File: config.mk
export PLATFORM = sky130hd
export DESIGN_NAME = dbg_pin_xbar
export DESIGN_NICKNAME = d
export VERILOG_FILES = /design/src/rtl/dpx_pkg.sv /design/src/rtl/dpx_sync.sv /design/src/rtl/dpx_pin_reg.sv /design/src/rtl/dpx_pin_mux.sv /design/src/rtl/dbg_pin_xbar.sv
export SDC_FILE = /design/constraint.sdc
export NUM_CORES = 1
export LEC_CHECK = 0
export CORE_UTILIZATION = 25
export DETAILED_ROUTE_END_ITERATION = 8
export GPL_ROUTABILITY_DRIVEN = 0
export PLACE_DENSITY = 0.45
export SYNTH_ARGS = -nofsm -noshare
export SYNTH_HDL_FRONTEND = slang
export SYNTH_HIERARCHICAL = 1
export SYNTH_SLANG_ARGS = --single-unit
File: constraint.sdc
create_clock -name clk -period 2.3 [get_ports clk]
set_input_delay 0.345 -clock clk [delete_from_list [all_inputs] [get_ports clk]]
set_output_delay 0.345 -clock clk [all_outputs]
set_load 0.01 [all_outputs]
File: src/rtl/dpx_pkg.sv
package dpx_pkg;
  localparam int SEL_W    = 8;
  localparam int NUM_SRC  = 15;   // selector codes 0..14, code 0 has no source
  localparam int LOCK_B   = 31;
  localparam int BIO_EN_B = 28;
  localparam int PIN_IN_B = 27;
  localparam int BIO_OUT_B = 26;
  localparam int BIO_OE_B = 25;

  typedef struct packed {
    logic             lock;
    logic             bio_en;
    logic             bio_out;
    logic             bio_oe;
    logic [SEL_W-1:0] sel;
  } pin_cfg_t;
endpackage

File: src/rtl/dpx_sync.sv
module dpx_sync #(
  parameter int W = 5
) (
  input  logic         clk,
  input  logic         rst_n,
  input  logic [W-1:0] d,
  output logic [W-1:0] q
);
  logic [W-1:0] meta;

  always_ff @(posedge clk or negedge rst_n) begin
    if (!rst_n) begin
      meta <= '0;
      q    <= '0;
    end else begin
      meta <= d;
      q    <= meta;
    end
  end
endmodule

File: src/rtl/dpx_pin_reg.sv
module dpx_pin_reg
  import dpx_pkg::*;
(
  input  logic        clk,
  input  logic        rst_n,
  input  logic        wr,
  input  logic [31:0] wdata,
  output pin_cfg_t    cfg
);
  logic lock_nx;
  logic bio_nx;
  logic unused_wbits;

  assign lock_nx      = cfg.lock | wdata[LOCK_B];
  assign bio_nx       = wdata[BIO_EN_B] & ~lock_nx;
  assign unused_wbits = ^{wdata[30:27], wdata[24:SEL_W]};

  always_ff @(posedge clk or negedge rst_n) begin
    if (!rst_n) begin
      cfg.lock    <= 1'b0;
      cfg.bio_en  <= 1'b0;
      cfg.bio_out <= 1'b1;
      cfg.bio_oe  <= 1'b1;
      cfg.sel     <= '0;
    end else if (wr) begin
      cfg.lock   <= lock_nx;
      cfg.bio_en <= bio_nx;
      cfg.sel    <= wdata[SEL_W-1:0];
      if (bio_nx) begin
        cfg.bio_out <= wdata[BIO_OUT_B];
        cfg.bio_oe  <= wdata[BIO_OE_B];
      end
    end
  end
endmodule

File: src/rtl/dpx_pin_mux.sv
module dpx_pin_mux
  import dpx_pkg::*;
(
  input  pin_cfg_t             cfg,
  input  logic [NUM_SRC-1:0]   src,
  output logic                 out,
  output logic                 oe
);
  always_comb begin
    out = 1'b0;
    oe  = 1'b0;
    if (cfg.bio_en) begin
      oe  = cfg.bio_oe;
      out = cfg.bio_out & cfg.bio_oe;
    end else if (cfg.sel != '0 && cfg.sel < SEL_W'(NUM_SRC)) begin
      oe  = 1'b1;
      out = src[cfg.sel[3:0]];
    end
  end
endmodule

File: src/rtl/dbg_pin_xbar.sv
module dbg_pin_xbar
  import dpx_pkg::*;
#(
  parameter int NUM_PINS  = 5,
  parameter int ADDR_W    = 8,
  parameter int BASE_ADDR = 'h80
) (
  input  logic                clk,
  input  logic                rst_n,
  input  logic                bus_wr_en,
  input  logic                bus_rd_en,
  input  logic [ADDR_W-1:0]   bus_addr,
  input  logic [31:0]         bus_wdata,
  output logic [31:0]         bus_rdata,
  input  logic [NUM_SRC-1:0]  dbg_src,
  input  logic [NUM_PINS-1:0] pin_in,
  output logic [NUM_PINS-1:0] pin_out,
  output logic [NUM_PINS-1:0] pin_oe
);
  localparam int SPAN  = NUM_PINS * 4;
  localparam int IDX_W = ADDR_W - 2;

  logic [ADDR_W-1:0]         offs;
  logic                      hit;
  logic [IDX_W-1:0]          idx;
  logic [NUM_PINS-1:0]       pin_sync;
  logic [NUM_PINS-1:0]       pin_lock;
  logic [NUM_PINS-1:0]       pin_bitio;
  logic [NUM_PINS*SEL_W-1:0] sel_flat;
  logic [31:0]               word [NUM_PINS];
  pin_cfg_t                  cfg  [NUM_PINS];
  logic                      unused_src0;

  assign unused_src0 = dbg_src[0];
  assign offs = bus_addr - ADDR_W'(BASE_ADDR);
  assign hit  = (bus_addr >= ADDR_W'(BASE_ADDR)) && (offs < ADDR_W'(SPAN))
                && (offs[1:0] == 2'b00);
  assign idx  = offs[ADDR_W-1:2];

  dpx_sync #(.W(NUM_PINS)) u_sync (
    .clk(clk), .rst_n(rst_n), .d(pin_in), .q(pin_sync)
  );

  for (genvar i = 0; i < NUM_PINS; i++) begin : g_pin
    logic wr_i;
    assign wr_i = bus_wr_en & hit & (idx == IDX_W'(i));

    dpx_pin_reg u_reg (
      .clk(clk), .rst_n(rst_n), .wr(wr_i), .wdata(bus_wdata), .cfg(cfg[i])
    );

    dpx_pin_mux u_mux (
      .cfg(cfg[i]), .src(dbg_src), .out(pin_out[i]), .oe(pin_oe[i])
    );

    assign pin_lock[i]  = cfg[i].lock;
    assign pin_bitio[i] = cfg[i].bio_en;
    assign sel_flat[i*SEL_W +: SEL_W] = cfg[i].sel;

    always_comb begin
      word[i]            = '0;
      word[i][LOCK_B]    = cfg[i].lock;
      word[i][BIO_EN_B]  = 1'b1;
      word[i][PIN_IN_B]  = pin_sync[i];
      word[i][BIO_OUT_B] = cfg[i].bio_out;
      word[i][BIO_OE_B]  = cfg[i].bio_oe;
      word[i][SEL_W-1:0] = cfg[i].sel;
    end
  end

  always_comb begin
    bus_rdata = '0;
    if (bus_rd_en && hit) begin
      for (int i = 0; i < NUM_PINS; i++) begin
        if (idx == IDX_W'(i)) bus_rdata = word[i];
      end
    end
  end
endmodule

==> qor.txt <==
worst r2r dst: g_pin[0].u_reg/cfg[8]$_DFFE_PN1P_
Total Power: 3.62 mW
pwr dens: 574 mW/mm^2
Worst-path clk slew: 0.06 ns
H-tree depth: 3
Critical R2R Launch: g_pin[0].u_reg/cfg[11]$_DFFE_PN0P_
layout cells sized above 1: 49.9%
Post-DRT Antenna Nets: 0
number of global-route vias before repair: 3,646
register area share after synthesis: 39.4%
share of the synthesized area in the top cell type: 33.5%
Layout fillers: 1,699
cell row count: 48
# nets final: 554
storage element area: 0.00177 mm^2
final wirelength: 13,800 um
CTS tree: built
Max Freq: 424 MHz
maximum VDD drop: 0.000246 V
Worst Hold Class: reg -> reg
WHS Endpoint: u_sync/q[4]$_DFF_PN0_
Worst setup EP type: output port
final setup margin: -0.0579 ns
# Max-Cap Violations: 0
critical path launch point type: flop
Setup Skew: 0.00324 ns
leakage: 2.91 nW
non-filler cells in the finished layout: 720
Core ar.: 0.0174 mm^2
GRT Util Overall: 16.0%
routed len/inst: 19.1 um
final setup vio count: 2
Die Y: 136 um
Synth Cell Area: 0.00448 mm^2
Die Area: 0.0185 mm^2
FF-to-FF path depth: 2
root buf cell: clkbuf_16
GRT overflow: 0
Worst Path Required: 1.96 ns
multi-input logic area: 0.00251 mm^2
RSZ-0062 raised after global routing: yes
worst-path maximum fanout: 4
pre-CTS setup slack: -0.402 ns
Worst EP arrival: 2.01 ns
global-route wire length before repair: 21,600 um
final hold violations: 0
initial antenna violation count: 0
DRC viols: 0
Initial Util: 25.7%
outcome: finished with violations
hold_sp: u_sync/meta[4]$_DFF_PN0_
ant diodes: 0
Mapped Cells: 344
Yosys Warn Count: 6
drt via density: 4.69
DP HPWL: 10,500 um
Yosys reg bits: 70
Avg Cell Area, Syn: 13.0 um^2
Synth area leaders: dfrtp_1 34%, mux2_2 10%, mux2i_1 6.5%, dfstp_2 5.9%, mux4_1 5.9%
worst setup path class: reg -> out
start point of the critical path: g_pin[4].u_reg/cfg[1]$_DFFE_PN0P_
total CTS buffers: 9
worst reg2reg setup slack: 1.16 ns
Slew Limit Fails: 0
Syn-to-layout area delta: 40.7%
clk buf depth: 2
Tmin final: 2.36 ns
largest net degree at the start of global routing: 51
Clock Sinks: 70
via count: 3,378
clock latency on the worst-skew pair: 0.34 ns
Detailed Routing Iterations Pass 1: 4
port bufs: 66
failing checks: setup timing
synth unique cells: 38
Ports: 106
WHS Path Cells: 0
Chip Width: 136 um
Tcrit/Tclk final: 103%
placed cells: 682
drt initial violations: 126
post-synth top area cell: dfrtp_1
-- where the power goes --
| group | leakage [nW] | total (mW) | switching, mW | internal, mW |
|---|---|---|---|---|
| Combinational | 1.84 | 0.656 | 0.296 | 0.360 |
| Clock | 0.166 | 1.62 | 0.559 | 1.06 |
| Sequential | 0.901 | 1.34 | 0.0503 | 1.29 |
| Total | 2.91 | 3.62 | 0.905 | 2.71 |
-- layout make-up --
class / instances / share of cell area, %
clock inverter: 7 / 1.91
tap: 225 / 4.47
multi-input combinational: 247 / 39.8
clock buffer: 9 / 3.57
sequential: 70 / 28.1
timing repair buffer: 154 / 21.6
inverter: 8 / 0.476
-- sequential cells by signal, summed over array words and instances, names as in the netlist --
name             cells
g_pin.u_reg/cfg     60
u_sync/meta          5
u_sync/q             5
-- synth_stat cells --
library cell,n
a211oi_2,5
a21o_2,10
a21oi_1,1
a21oi_2,11
and4_1,1
and4bb_4,5
buf_2,6
buf_4,20
buf_6,10
buf_8,1
conb_1,1
dfrtp_1,60
dfstp_2,10
inv_1,7
inv_2,1
mux2_2,40
mux2_4,10
mux2i_1,29
mux4_1,10
mux4_2,5
nand2_1,10
nand2b_2,1
nand3_1,17
nand3b_1,5
nand4_1,10
nand4_2,1
nand4b_1,1
nor2_1,6
nor2b_4,5
nor3_1,9
nor3b_1,5
nor3b_4,2
o2111a_1,5
o21ai_1,1
o22a_1,12
o41ai_2,5
or2_4,1
or4_2,5
-- placed cells by master (no fill, tap or decap), types with 7 or more instances in the layout --
master and count:
mux4_2 8, buf_2 10, o22a_1 12, inv_1 7, nor3_1 8, dlygate4sd2_1 16
mux2_4 10, dfrtp_1 55, mux2i_1 25, clkdlybuf4s50_1 31, a21o_2 10, mux4_1 7
nand4_1 10, dfstp_2 10, conb_1 19, a21oi_2 11, nand2_1 10, mux2_2 40
nand3_1 17, dlymetal6s2s_1 7, buf_4 75, clkbuf_16 10
-- kinds of logic (layout without fill, tap and decap cells) --
group	after synthesis	after routing	share of synthesized area, %
simple gates	84	84	13.6
mux	94	94	28.3
compound gates	50	50	11.1
flops	70	70	39.4
buf+inv	45	178	7.54
other cells	1	19	0.0837
-- how the worst max path moves through the flow --
stage,slack (ns),end
floorplan,0.54,pin_out[1]
global placement,-0.37,pin_out[1]
detailed placement,-0.40,pin_out[1]
CTS,-0.15,pin_out[2]
global route,-0.14,pin_out[4]
finish,-0.06,pin_out[4]
-- through the flow --
stage	setup TNS, ns	cell area [um^2]	hold WS, ns	utilization [%]
after global routing	-0.414	6300	0.352	36.2
after CTS	-0.287	6260	0.348	35.9
final	-0.0734	6300	0.347	36.2
after detailed placement	-11.99	5720	0.335	32.8
after floorplan	0	4550	0.0494	-
after global placement	-11.24	5720	0.332	32.8
-- per-layer routing --
layer  GRT usage [%]  vias to the layer above  wire length, um
met4            4.62                        0              208
met3            3.32                       18              546
met2            25.6                       91             6490
met1            21.8                     1681             6530
met5               0                        -                0
li1                -                     1588                -
-- worst max-delay path, cell delays in order (launching register included) --
cell and delay (ns):
dfrtp_2 0.43, buf_12 0.14, mux4_2 0.32, nor2b_4 0.13
a211oi_2 0.05, o41ai_2 0.40, buf_2 0.20
-- timing repair --
| item | CTS | global route |
|---|---|---|
| pin swaps | 10 | 4 |
| buffers inserted | 19 | 1 |
| setup endpoints to repair | 23 | 29 |
| hold buffers | 1 | 0 |
| endpoints found under the hold margin | 20 | 0 |
| resized for setup | 76 | 19 |
| gates cloned | 0 | 1 |
Note: power is estimated with default switching activity, not from simulation.
